### config.mk
export PLATFORM = sky130hd
export DESIGN_NAME = amux_rd_seq
export DESIGN_NICKNAME = d
export VERILOG_FILES = /design/src/rtl/amux_rd_pkg.sv /design/src/rtl/amux_phase_ctr.sv /design/src/rtl/amux_capture.sv /design/src/rtl/amux_rd_seq.sv
export SDC_FILE = /design/constraint.sdc
export NUM_CORES = 1
export LEC_CHECK = 0
export BUFFER_PORTS_ARGS = -buffer_cell sky130_fd_sc_hd__buf_4
export CORE_UTILIZATION = 50
export CTS_CLUSTER_DIAMETER = 200
export DETAILED_ROUTE_END_ITERATION = 16
export GPL_TIMING_DRIVEN = 0
export HOLD_SLACK_MARGIN = 0.15
export PLACE_DENSITY = 0.84
export SLEW_MARGIN = 25
export SYNTH_ARGS = -nofsm -noshare
export SYNTH_HDL_FRONTEND = slang
export SYNTH_HIERARCHICAL = 1
export SYNTH_SLANG_ARGS = --single-unit
### constraint.sdc
create_clock -name clk -period 4.7 [get_ports clk]
set_clock_uncertainty 0.15 [all_clocks]
set_input_delay 1.175 -clock clk [delete_from_list [all_inputs] [get_ports clk]]
set_output_delay 1.175 -clock clk [all_outputs]
set_load 0.01 [all_outputs]
### src/rtl/amux_rd_pkg.sv
package amux_rd_pkg;

    typedef struct packed {
        logic ce_n;
        logic adv_n;
        logic oe_n;
        logic drive;
    } strobe_t;

    localparam strobe_t STB_IDLE = '{ce_n: 1'b1, adv_n: 1'b1, oe_n: 1'b1, drive: 1'b0};

    // Strobe levels for access cycle k (k counted from the chip-select fall).
    function automatic strobe_t stb_decode(
        input logic        act,
        input int unsigned k,
        input int unsigned adv_cyc,
        input int unsigned drv_cyc,
        input int unsigned oe_dly
    );
        strobe_t s;
        s.ce_n  = !act;
        s.adv_n = !(act && (k < adv_cyc));
        s.drive = act && (k < drv_cyc);
        s.oe_n  = !(act && (k >= oe_dly));
        return s;
    endfunction

endpackage

### src/rtl/amux_phase_ctr.sv
module amux_phase_ctr #(
    parameter int CE_CYC = 7,
    localparam int CW = $clog2(CE_CYC + 1)
) (
    input  logic          clk,
    input  logic          rst,
    input  logic          rq_valid,
    output logic          busy_d,
    output logic [CW-1:0] cnt_d,
    output logic          start,
    output logic          last
);
    typedef struct packed {
        logic          busy;
        logic [CW-1:0] cnt;
    } ctr_t;

    ctr_t ctr_d, ctr_q;

    always_comb begin
        ctr_d = ctr_q;
        start = !ctr_q.busy && rq_valid;
        last  = ctr_q.busy && (ctr_q.cnt == CW'(CE_CYC - 1));
        if (start) begin
            ctr_d.busy = 1'b1;
            ctr_d.cnt  = '0;
        end else if (last) begin
            ctr_d.busy = 1'b0;
            ctr_d.cnt  = '0;
        end else if (ctr_q.busy) begin
            ctr_d.cnt = ctr_q.cnt + 1'b1;
        end
        busy_d = ctr_d.busy;
        cnt_d  = ctr_d.cnt;
    end

    always_ff @(posedge clk) begin
        if (rst) ctr_q <= '0;
        else     ctr_q <= ctr_d;
    end
endmodule

### src/rtl/amux_capture.sv
module amux_capture #(
    parameter int BUS_W = 16
) (
    input  logic             clk,
    input  logic             rst,
    input  logic             take,
    input  logic [BUS_W-1:0] bus_in,
    output logic             rsp_valid,
    output logic [BUS_W-1:0] rsp_data
);
    typedef struct packed {
        logic             vld;
        logic [BUS_W-1:0] dat;
    } cap_t;

    cap_t cap_d, cap_q;

    always_comb begin
        cap_d     = cap_q;
        cap_d.vld = take;
        if (take) cap_d.dat = bus_in;
    end

    always_ff @(posedge clk) begin
        if (rst) cap_q <= '0;
        else     cap_q <= cap_d;
    end

    assign rsp_valid = cap_q.vld;
    assign rsp_data  = cap_q.dat;
endmodule

### src/rtl/amux_rd_seq.sv
module amux_rd_seq
    import amux_rd_pkg::*;
#(
    parameter int ADDR_W    = 24,
    parameter int BUS_W     = 16,
    parameter int CE_CYC    = 7,
    parameter int ADV_CYC   = 1,
    parameter int ADDR_HOLD = 1,
    parameter int OE_DLY    = 3,
    localparam int HI_W     = ADDR_W - BUS_W,
    localparam int DRV_CYC  = ADV_CYC + ADDR_HOLD,
    localparam int CW       = $clog2(CE_CYC + 1)
) (
    input  logic              clk,
    input  logic              rst,
    input  logic              rq_valid,
    input  logic [ADDR_W-1:0] rq_addr,
    output logic              rsp_valid,
    output logic [BUS_W-1:0]  rsp_data,
    output logic              mem_ce_n,
    output logic              mem_adv_n,
    output logic              mem_oe_n,
    output logic [HI_W-1:0]   mem_hi_addr,
    output logic [BUS_W-1:0]  bus_out,
    output logic              bus_drive,
    input  logic [BUS_W-1:0]  bus_in
);
    typedef struct packed {
        strobe_t          stb;
        logic [BUS_W-1:0] lo;
        logic [HI_W-1:0]  hi;
    } seq_t;

    seq_t seq_d, seq_q;

    logic          busy_d;
    logic [CW-1:0] cnt_d;
    logic          start;
    logic          last;

    amux_phase_ctr #(.CE_CYC(CE_CYC)) u_ctr (
        .clk      (clk),
        .rst      (rst),
        .rq_valid (rq_valid),
        .busy_d   (busy_d),
        .cnt_d    (cnt_d),
        .start    (start),
        .last     (last)
    );

    amux_capture #(.BUS_W(BUS_W)) u_cap (
        .clk       (clk),
        .rst       (rst),
        .take      (last),
        .bus_in    (bus_in),
        .rsp_valid (rsp_valid),
        .rsp_data  (rsp_data)
    );

    always_comb begin
        seq_d     = seq_q;
        seq_d.stb = stb_decode(busy_d, 32'(cnt_d), ADV_CYC, DRV_CYC, OE_DLY);
        if (start) begin
            seq_d.lo = rq_addr[BUS_W-1:0];
            seq_d.hi = rq_addr[ADDR_W-1:BUS_W];
        end
    end

    always_ff @(posedge clk) begin
        if (rst) begin
            seq_q.stb <= STB_IDLE;
            seq_q.lo  <= '0;
            seq_q.hi  <= '0;
        end else begin
            seq_q <= seq_d;
        end
    end

    assign mem_ce_n    = seq_q.stb.ce_n;
    assign mem_adv_n   = seq_q.stb.adv_n;
    assign mem_oe_n    = seq_q.stb.oe_n;
    assign bus_drive   = seq_q.stb.drive;
    assign bus_out     = seq_q.stb.drive ? seq_q.lo : '0;
    assign mem_hi_addr = seq_q.hi;
endmodule

Yosys cells after proc, flatten, opt, wreduce, memory -nomap -nowiden
Cells that the tools add are included.
Cells by class
  equal/unequal tests: 1
  $add $sub $neg: 1
  reductions and logical operators: 9
  mux-type cells: 5
  magnitude comparators: 3
Operators by type and width (number)
  $mux W16: 1
  $mux W3: 2
  $logic_and A1 B1 Y1: 5
  $logic_not A1 Y1: 4
  $mux W4: 1
  $add A3 B1 Y3 const B: 1
  $eq A3 B3 Y1 const B: 1
  $ge A3 B2 Y1 const B: 1
  $lt A3 B1 Y1 const B: 1
  $lt A3 B2 Y1 const B: 1
  $mux W1: 1
Word-level totals
  flip-flop bits (word level): 49
  output and inout bits: 45

Logic depth before layout (Yosys ltp)
Gate-level depths: netlist of the first run.
  word-level depth: 7
  gate-level depth with buffers: 8
  gate-level depth less buffers: 7

By module
The synthesis of the first run kept the hierarchy.
Modules (own cells, without submodules)
  amux_rd_seq: area an instance 1148.6 um2, seq. area each 560.5 um2, times used 1, cells each 112
  amux_capture: area an instance 608.1 um2, seq. area each 340.3 um2, times used 1, cells each 54
  amux_phase_ctr: area an instance 219.0 um2, seq. area each 80.1 um2, times used 1, cells each 28

Worst setup path after synthesis of the first run
OpenSTA, ideal clock, no wires.
  path kind: input to register
  start: input rq_valid
  end: register seq_q, in the netlist mem_adv_n
  cell stages on the path: 3
  setup time: 0.134 ns
  path buffers: 0
  slack: 2.473 ns
  data arrival time: 1.943 ns
  required time: 4.416 ns
  cells stage by stage: nor2_2 a22o_1 or4_1
Between the ends
  word-level cells in the longest chain between the ends: 5
RTL lines
  from (decl): RTL line amux_rd_seq.sv:16  | input logic rq_valid,
  $logic_and A1 B1 Y1: RTL line amux_phase_ctr.sv:22  | start = !ctr_q.busy && rq_valid;
  $mux W4: RTL line amux_phase_ctr.sv:24  | if (start) begin
  named net cnt_d[1]: RTL line amux_rd_seq.sv:37  | logic [CW-1:0] cnt_d;
  $lt A3 B1 Y1: RTL line amux_rd_pkg.sv:22  | s.adv_n = !(act && (k < adv_cyc));
  $logic_and A1 B1 Y1: RTL line amux_rd_pkg.sv:22
  $logic_not A1 Y1: RTL line amux_rd_pkg.sv:22
  to (signal assigned): RTL line amux_rd_seq.sv:75  | seq_q <= seq_d;
  to (decl): RTL line amux_rd_seq.sv:34  | seq_t seq_d, seq_q;
The timed path passes the listed nets, and every way through them passes these cells.
A chain may end at the register's enable or synchronous reset.

Worst setup path after layout of the first run
  start: register seq_q, in the netlist bus_drive
  end: output bus_out[12]
Between the ends
  word-level cells in the longest chain between the ends: 1
RTL lines
  $mux W16: RTL line amux_rd_seq.sv:83  | assign bus_out = seq_q.stb.drive ? seq_q.lo : '0;
  to (decl): RTL line amux_rd_seq.sv:24  | output logic [BUS_W-1:0] bus_out,
Every way passes these cells.

==> key figures, run 1 <==
Status
  – Status: finished clean

Route
  – Final WL: between 3000 and 4000 µm
  – DR WL/cell: about 12 µm
  – Via/cell ratio: approximately 4.7
  – First-pass iteration count of the detailed router: 4
  – Antenna viol nets, final: 0
  – Initial DRC count: 38
  – DRC Markers: 0
  – Via count: 1583

Power and ir drop
  – Sequential power share: between 50% and 60%
  – Worst VDD drop: about 0.00022 V
  – Switching Share: approximately 24%
  – Pwr dens: approximately 290 nW/µm²
  – Clock share of power: 30.6%
  – Combinational Power Share: roughly 14%
  – Net switching power: between 150 and 200 µW
  – Internal power: 601.9 µW
  – Leak Pwr: between 1 and 1.5 nW

Clock network
  – Htree depth: 2
  – CTS tree: built
  – Hold_buf cts: 0
  – CTS Sinks: 49
  – Clock buffer depth: 2
  – Post-CTS setup buffer count: 0
  – Clock-pin slew on the worst setup and hold paths: 80 ps
  – Root Buffer: clkbuf_8
  – Total clock buffers created by CTS: 5
  – Worst skew pair latency: around 300 ps
  – CTS-repair resized insts: 0

Yosys
  – Syn Std Cell Area: 1976 µm²
  – Sequential fraction of the synthesis area: 49.65%
  – Synth top area share: 49.65%
  – Top_reg_cell synth: dfxtp_1
  – Area leader, netlist: dfxtp_1
  – Async S/R FF share, synth: 0%
  – Most common cell in the netlist: dfxtp_1
  – Synth Register Bits: 49
  – Syn Inst Count: 194
  – Commonest cells in the netlist: dfxtp_1, nor2_1, mux2i_1
  – Syn nets: between 200 and 250
  – Distinct cells, synth: 24
  – Yosys warns: 6
  – Syn Area/Cell: around 10 µm²
  – Most area-consuming cells after synthesis: dfxtp_1, mux2i_1, nor2_1
  – EDFF count, synth: 0

Placement
  – GP Congestion: around 0.71
  – Hpwl dp: 2953 µm
  – Number of port buffers: slightly below 90
  – Dpl cells: between 300 and 400

Die
  – Full die area: roughly 4200 µm²
  – Die X: approximately 65 µm
  – Die height: between 60 and 70 µm
  – Initial Util: approximately 53%
  – Core area: between 3000 and 4000 µm²
  – # rows: 22
  – I/O Pins: 88

Worst setup path
  – Crit-path max FO: 10
  – CP startpoint kind: flop
  – R2R setup slack: between 2000 and 3000 ps
  – CP Class: flop to primary output
  – Worst reg2reg path depth: 5
  – CP Cell Sequence: clkbuf_1 -> and2_1 -> buf_4
  – Worst EP required: around 3400 ps
  – Critical Path Max Stage Delay: 450 ps
  – Worst flop-to-flop path startpoint: u_ctr/ctr_q[0]$_SDFF_PP0_
  – Worst Setup End Kind: primary output
  – Slowest CP cell: dfxtp_1
  – Worst R2R End: mem_adv_n$_SDFF_PP1_
  – Arr. time, crit path: around 1400 ps

STA
  – Final Hold Vio Count: 0
  – RSZ-0062 raised after global routing: no
  – Final min period: approximately 2700 ps
  – Max_slew headroom: a little under 80%
  – Final Cycle Share: approximately 58%
  – Slew @ Worst Pin: 338.1 ps
  – TNS Setup: 0 ps
  – Slew Limit Fails: 0
  – F_max: between 300 and 400 MHz
  – Final-report setup violation count: 0

Flow run
  – Number of max-cap violations: 0

Layout
  – Register Area: 980.9 µm²
  – Area delta synth->final: 40.53%
  – Area of the multi-input gates: between 800 and 900 µm²
  – # fillers: 297
  – Final core occ: 74.71%
  – Nets@finish: roughly 330
  – Fin cells: roughly 340
  – Antenna cell count: 0
  – Share of cells above drive strength 1: between 30% and 40%

GRT
  – Initial antenna violation count: 0
  – Aggregate global routing overflow: 0
  – Global-route wire length before repair: around 6400 µm
  – Number of global-route vias before repair: roughly 1500
  – Total Routing Usage GR: 19.96%
  – Pin count of the biggest net entering global routing: 16

Worst hold path
  – Hold WC Path Type: flop to flop
  – Hold EP: seq_q[10]$_SDFFE_PP0P_
  – Hold path cells: 2
  – Worst hold start: seq_q[10]$_SDFFE_PP0P_
[cell type report]
| type | count | area share, % |
|---|---|---|
| plain buffers | 19 | 5.813 |
| multi-input cells | 123 | 29.61 |
| flip-flops and latches | 49 | 35.33 |
| clock inverters | 2 | 0.5408 |
| clock buffers | 6 | 2.614 |
| repair buffers | 87 | 23.52 |
| well taps | 48 | 2.163 |
| inverters | 3 | 0.4056 |
[cell usage in the layout, fill, tap and decap left out, drive strengths merged]
master       count
clkbuf           7
nand3            1
nand2            3
a211oi           1
nor3             3
or2              1
dlygate4sd1      2
ha               2
a21oi            4
and2            16
nand2b           1
inv              3
mux2i           40
nor2            46
clkinvlp         2
dfxtp           49
a22o             1
or4              1
buf            103
nor2b            3
[stage by stage]
step / instance area (µm²) / power, mW / setup slack, ps / hold slack [ps]
CTS: 2776 / 0.8035 / 1954 / 346.7
detailed placement: 2689 / 0.5631 / 2298 / 324.9
global placement: 2689 / 0.5600 / 2277 / 311.8
global route: 2776 / 0.8369 / 1792 / 379.2
finish: 2776 / 0.7947 / 1997 / 339.4
floorplan: 1976 / 0.5088 / 2473 / 301.5
[layer usage]
metal	vias up	track usage [%]	wire length (µm)
li1	809	-	-
met1	704	21.05	1643
met4	0	8.333	65
met3	7	8.627	390
met2	63	34.38	1801
met5	-	0	0
[sequential cells by signal, indices dropped and copies added, names as in the netlist]
name             count
bus_drive            1
mem_adv_n            1
mem_ce_n             1
mem_hi_addr          8
mem_oe_n             1
seq_q               16
u_cap/rsp_data      16
u_cap/rsp_valid      1
u_ctr/ctr_q          4
[worst max path at each step]
stage	from	end	slack, ps
6_report	bus_drive$_SDFF_PP0_	bus_out[12]	2000
5_1_grt	bus_drive$_SDFF_PP0_	bus_out[3]	1790
4_1_cts	bus_drive$_SDFF_PP0_	bus_out[12]	1950
3_5_place_dp	bus_drive$_SDFF_PP0_	bus_out[12]	2300
3_3_place_gp	bus_drive$_SDFF_PP0_	bus_out[5]	2280
2_1_floorplan	rq_valid	mem_adv_n$_SDFF_PP1_	2470
[worst max-delay path: cells and delay by family (launching register included)]
| kind | cells | cell delay, ps |
|---|---|---|
| simple gates | 1 | 190 |
| flops | 1 | 450 |
| buf+inv | 2 | 430 |
[power groups by stage]
stage	Clock [mW]	Combinational, mW	Sequential, mW
final	0.243	0.110	0.442
after global routing	0.271	0.121	0.445
after CTS	0.250	0.112	0.442
after detailed placement	0	0.112	0.452
after global placement	0	0.109	0.451
after floorplan	0	0.0584	0.450
[cell families (layout without fill, tap and decap cells)]
group | after synthesis | count (layout) | synth area share (%)
AOI/OAI and AO/OA | 6 | 6 | 1.837
DFF | 49 | 49 | 49.65
muxes | 40 | 40 | 20.27
buffers and inverters | 22 | 117 | 8.739
adders and majority gates | 2 | 2 | 1.266
and+or+nand+nor | 75 | 75 | 18.24
Note: power is estimated with default switching activity, not from simulation.
==> run 2, diff against run 1 <==
Settings changed: CORE_UTILIZATION 50 to 46, PLACE_DENSITY 0.84 to 0.78.
Clock period 4.7 ns to 2.5 ns, I/O delays scaled along.
==> key figures, run 2 (same netlist as run 1, synthesis figures left out) <==
Status
  – Status: finished clean

STA
  – Max_slew headroom: 77.16% (-0.30 points)
  – RSZ-0062 raised after global routing: no
  – TNS Setup: 0 ps (unchanged)
  – F_max: 458.7 MHz
  – Final Hold Vio Count: 0 (unchanged)
  – Slew @ Worst Pin: 342.7 ps (+4.542 ps)
  – Final Cycle Share: between 80% and 90%
  – Slew Limit Fails: 0 (unchanged)
  – Final min period: approximately 2200 ps
  – Final-report setup violation count: 0 (unchanged)

Worst setup path
  – CP Class: flop to primary output
  – Crit-path max FO: 10 (unchanged)
  – CP startpoint kind: flop
  – Worst EP required: 1730 ps (-1650 ps)
  – Arr. time, crit path: 1400 ps (+20 ps)
  – Worst Setup End Kind: primary output

Layout
  – Commonest non-fill, non-tap cell in the layout: buf_4
  – Final core occ: 68.30% (-6.4 points)
  – Most frequent cells in the layout: buf_4, dfxtp_1, nor2_1
  – Register Area: 980.9 µm² (unchanged)
  – Antenna cell count: 0 (unchanged)
  – Nets@finish: 333 (unchanged)
  – Area delta synth->final: 40.28%
  – # fillers: 346 (+16%)
  – Fin cells: 339 (+0.59%)
  – Share of cells above drive strength 1: 38.41% (-0.69 points)
  – Area of the multi-input gates: 822.0 µm² (unchanged)
  – Final instance area: 2771 µm² (-0.18%)

Clock network
  – Total clock buffers created by CTS: 5 (unchanged)
  – Post-CTS setup buffer count: 0 (unchanged)
  – Clock-pin slew on the worst setup and hold paths: 80 ps (about the same)
  – Hold_buf cts: 0 (unchanged)
  – CTS-repair resized insts: 0 (unchanged)
  – Root Buffer: clkbuf_8
  – CTS Sinks: 49 (unchanged)
  – Htree depth: 2 (unchanged)
  – CTS tree: built
  – Worst skew pair latency: 290 ps (about the same)
  – Clock buffer depth: 2 (unchanged)

Route
  – DRC Markers: 0 (unchanged)
  – Via/cell ratio: 4.658 (-0.84%)
  – Initial DRC count: 43 (+13%)
  – DR WL/cell: 11.87 µm (+2.5%)
  – Via count: 1579 (-0.25%)
  – First-pass iteration count of the detailed router: 4 (unchanged)
  – Final WL: 4023 µm (+3.1%)
  – Antenna viol nets, final: 0 (unchanged)

GRT
  – Number of global-route vias before repair: 1370 (-7.7%)
  – Total Routing Usage GR: 17.16% (-2.8 points)
  – Aggregate global routing overflow: 0 (unchanged)
  – Pin count of the biggest net entering global routing: 14 (-2)
  – Initial antenna violation count: 0 (unchanged)
  – Global-route wire length before repair: 5830 µm (-8.8%)

Die
  – Die height: 67.54 µm (+4.1%)
  – # rows: 23 (+4.5%)
  – Full die area: 4561 µm² (+8.4%)
  – Die X: 67.54 µm (+4.1%)
  – Initial Util: 48.69% (-4.5 points)
  – I/O Pins: 88 (unchanged)
  – Core area: 4058 µm² (+9.2%)

Power and ir drop
  – Combinational Power Share: 14.1% (+0.2 points)
  – Clock share of power: 29.5% (-1.1 points)
  – Sequential power share: 56.4% (+0.8 points)
  – Leak Pwr: 1.306 nW (+0.16%)
  – Net switching power: 339.8 µW (+76%)
  – Switching Share: 23.07% (-1.2 points)
  – Total power: 1.473 mW (+85%)
  – Worst VDD drop: 0.0003222 V (+45%)
  – Internal power: 1.133 mW (+88%)
  – Pwr dens: 531.6 nW/µm² (+86%)

Placement
  – Hpwl dp: 3008 µm (+1.9%)
  – GP Congestion: 0.7825 (+11%)
  – Number of port buffers: 87 (unchanged)
  – Placed Area: 2691 µm² (about the same)
  – Dpl cells: 331 (+0.61%)

Flow run
  – Number of max-cap violations: 0 (unchanged)

Worst hold path
  – Hold WC Path Type: flop to flop
-- run 2: cell types whose count changed in the layout (fill, tap and decap cells not counted) --
cell | previous run | this run
clkbuf_1 | 2 | 4
clkinvlp_4 | 2 | 0
-- run 2: through the flow --
stage                     hold WS (ps)  setup WS [ps]
after floorplan                  301.5          759.9
after global placement           312.5          638.1
after detailed placement         323.0          635.8
after CTS                        342.8          296.6
after global routing             365.9          221.4
final                            336.2          320.1
-- run 2: final timing paths --
check                                               start                     end  slack, ps  cells past startpoint
worst max-delay path                 bus_drive$_SDFF_PP0_              bus_out[7]        320                      3
worst min-delay path               seq_q[20]$_SDFFE_PP0P_  seq_q[20]$_SDFFE_PP0P_        340                      2
worst max register to register  u_ctr/ctr_q[0]$_SDFF_PP0_    mem_adv_n$_SDFF_PP1_        680                      5
worst min register to register     seq_q[20]$_SDFFE_PP0P_  seq_q[20]$_SDFFE_PP0P_        340                      2
-- run 2: routing by layer --
metal / routed length (µm) / vias to the layer above / share of wire (%) / track usage (%)
met3: 367 / 3 / 9.1 / 6.250
li1: - / 815 / - / -
met5: 0 / - / 0 / 0
met2: 1923 / 61 / 48 / 28.71
met1: 1700 / 700 / 42 / 20.44
met4: 31 / 0 / 0.77 / 4.787
-- run 2: final cells by class --
type	instances	share of cell area (%)
plain buffers	19	5.824
clock buffers	8	2.889
inverters	3	0.4063
multi-input cells	123	29.66
flip-flops and latches	49	35.40
well taps	50	2.257
repair buffers	87	23.57
-- run 2: critical path, cell delays in order (launching register included) --
cell and delay (ps):
dfxtp_1 490, clkbuf_1 330, and2_1 180, buf_4 110
-- run 2: power by group through the flow --
stage / logic, mW / clock network [mW] / registers, mW
2_1_floorplan: 0.110 / 0 / 0.847
3_3_place_gp: 0.206 / 0 / 0.848
3_5_place_dp: 0.209 / 0 / 0.849
4_1_cts: 0.211 / 0.456 / 0.831
5_1_grt: 0.228 / 0.481 / 0.835
6_report: 0.208 / 0.435 / 0.831
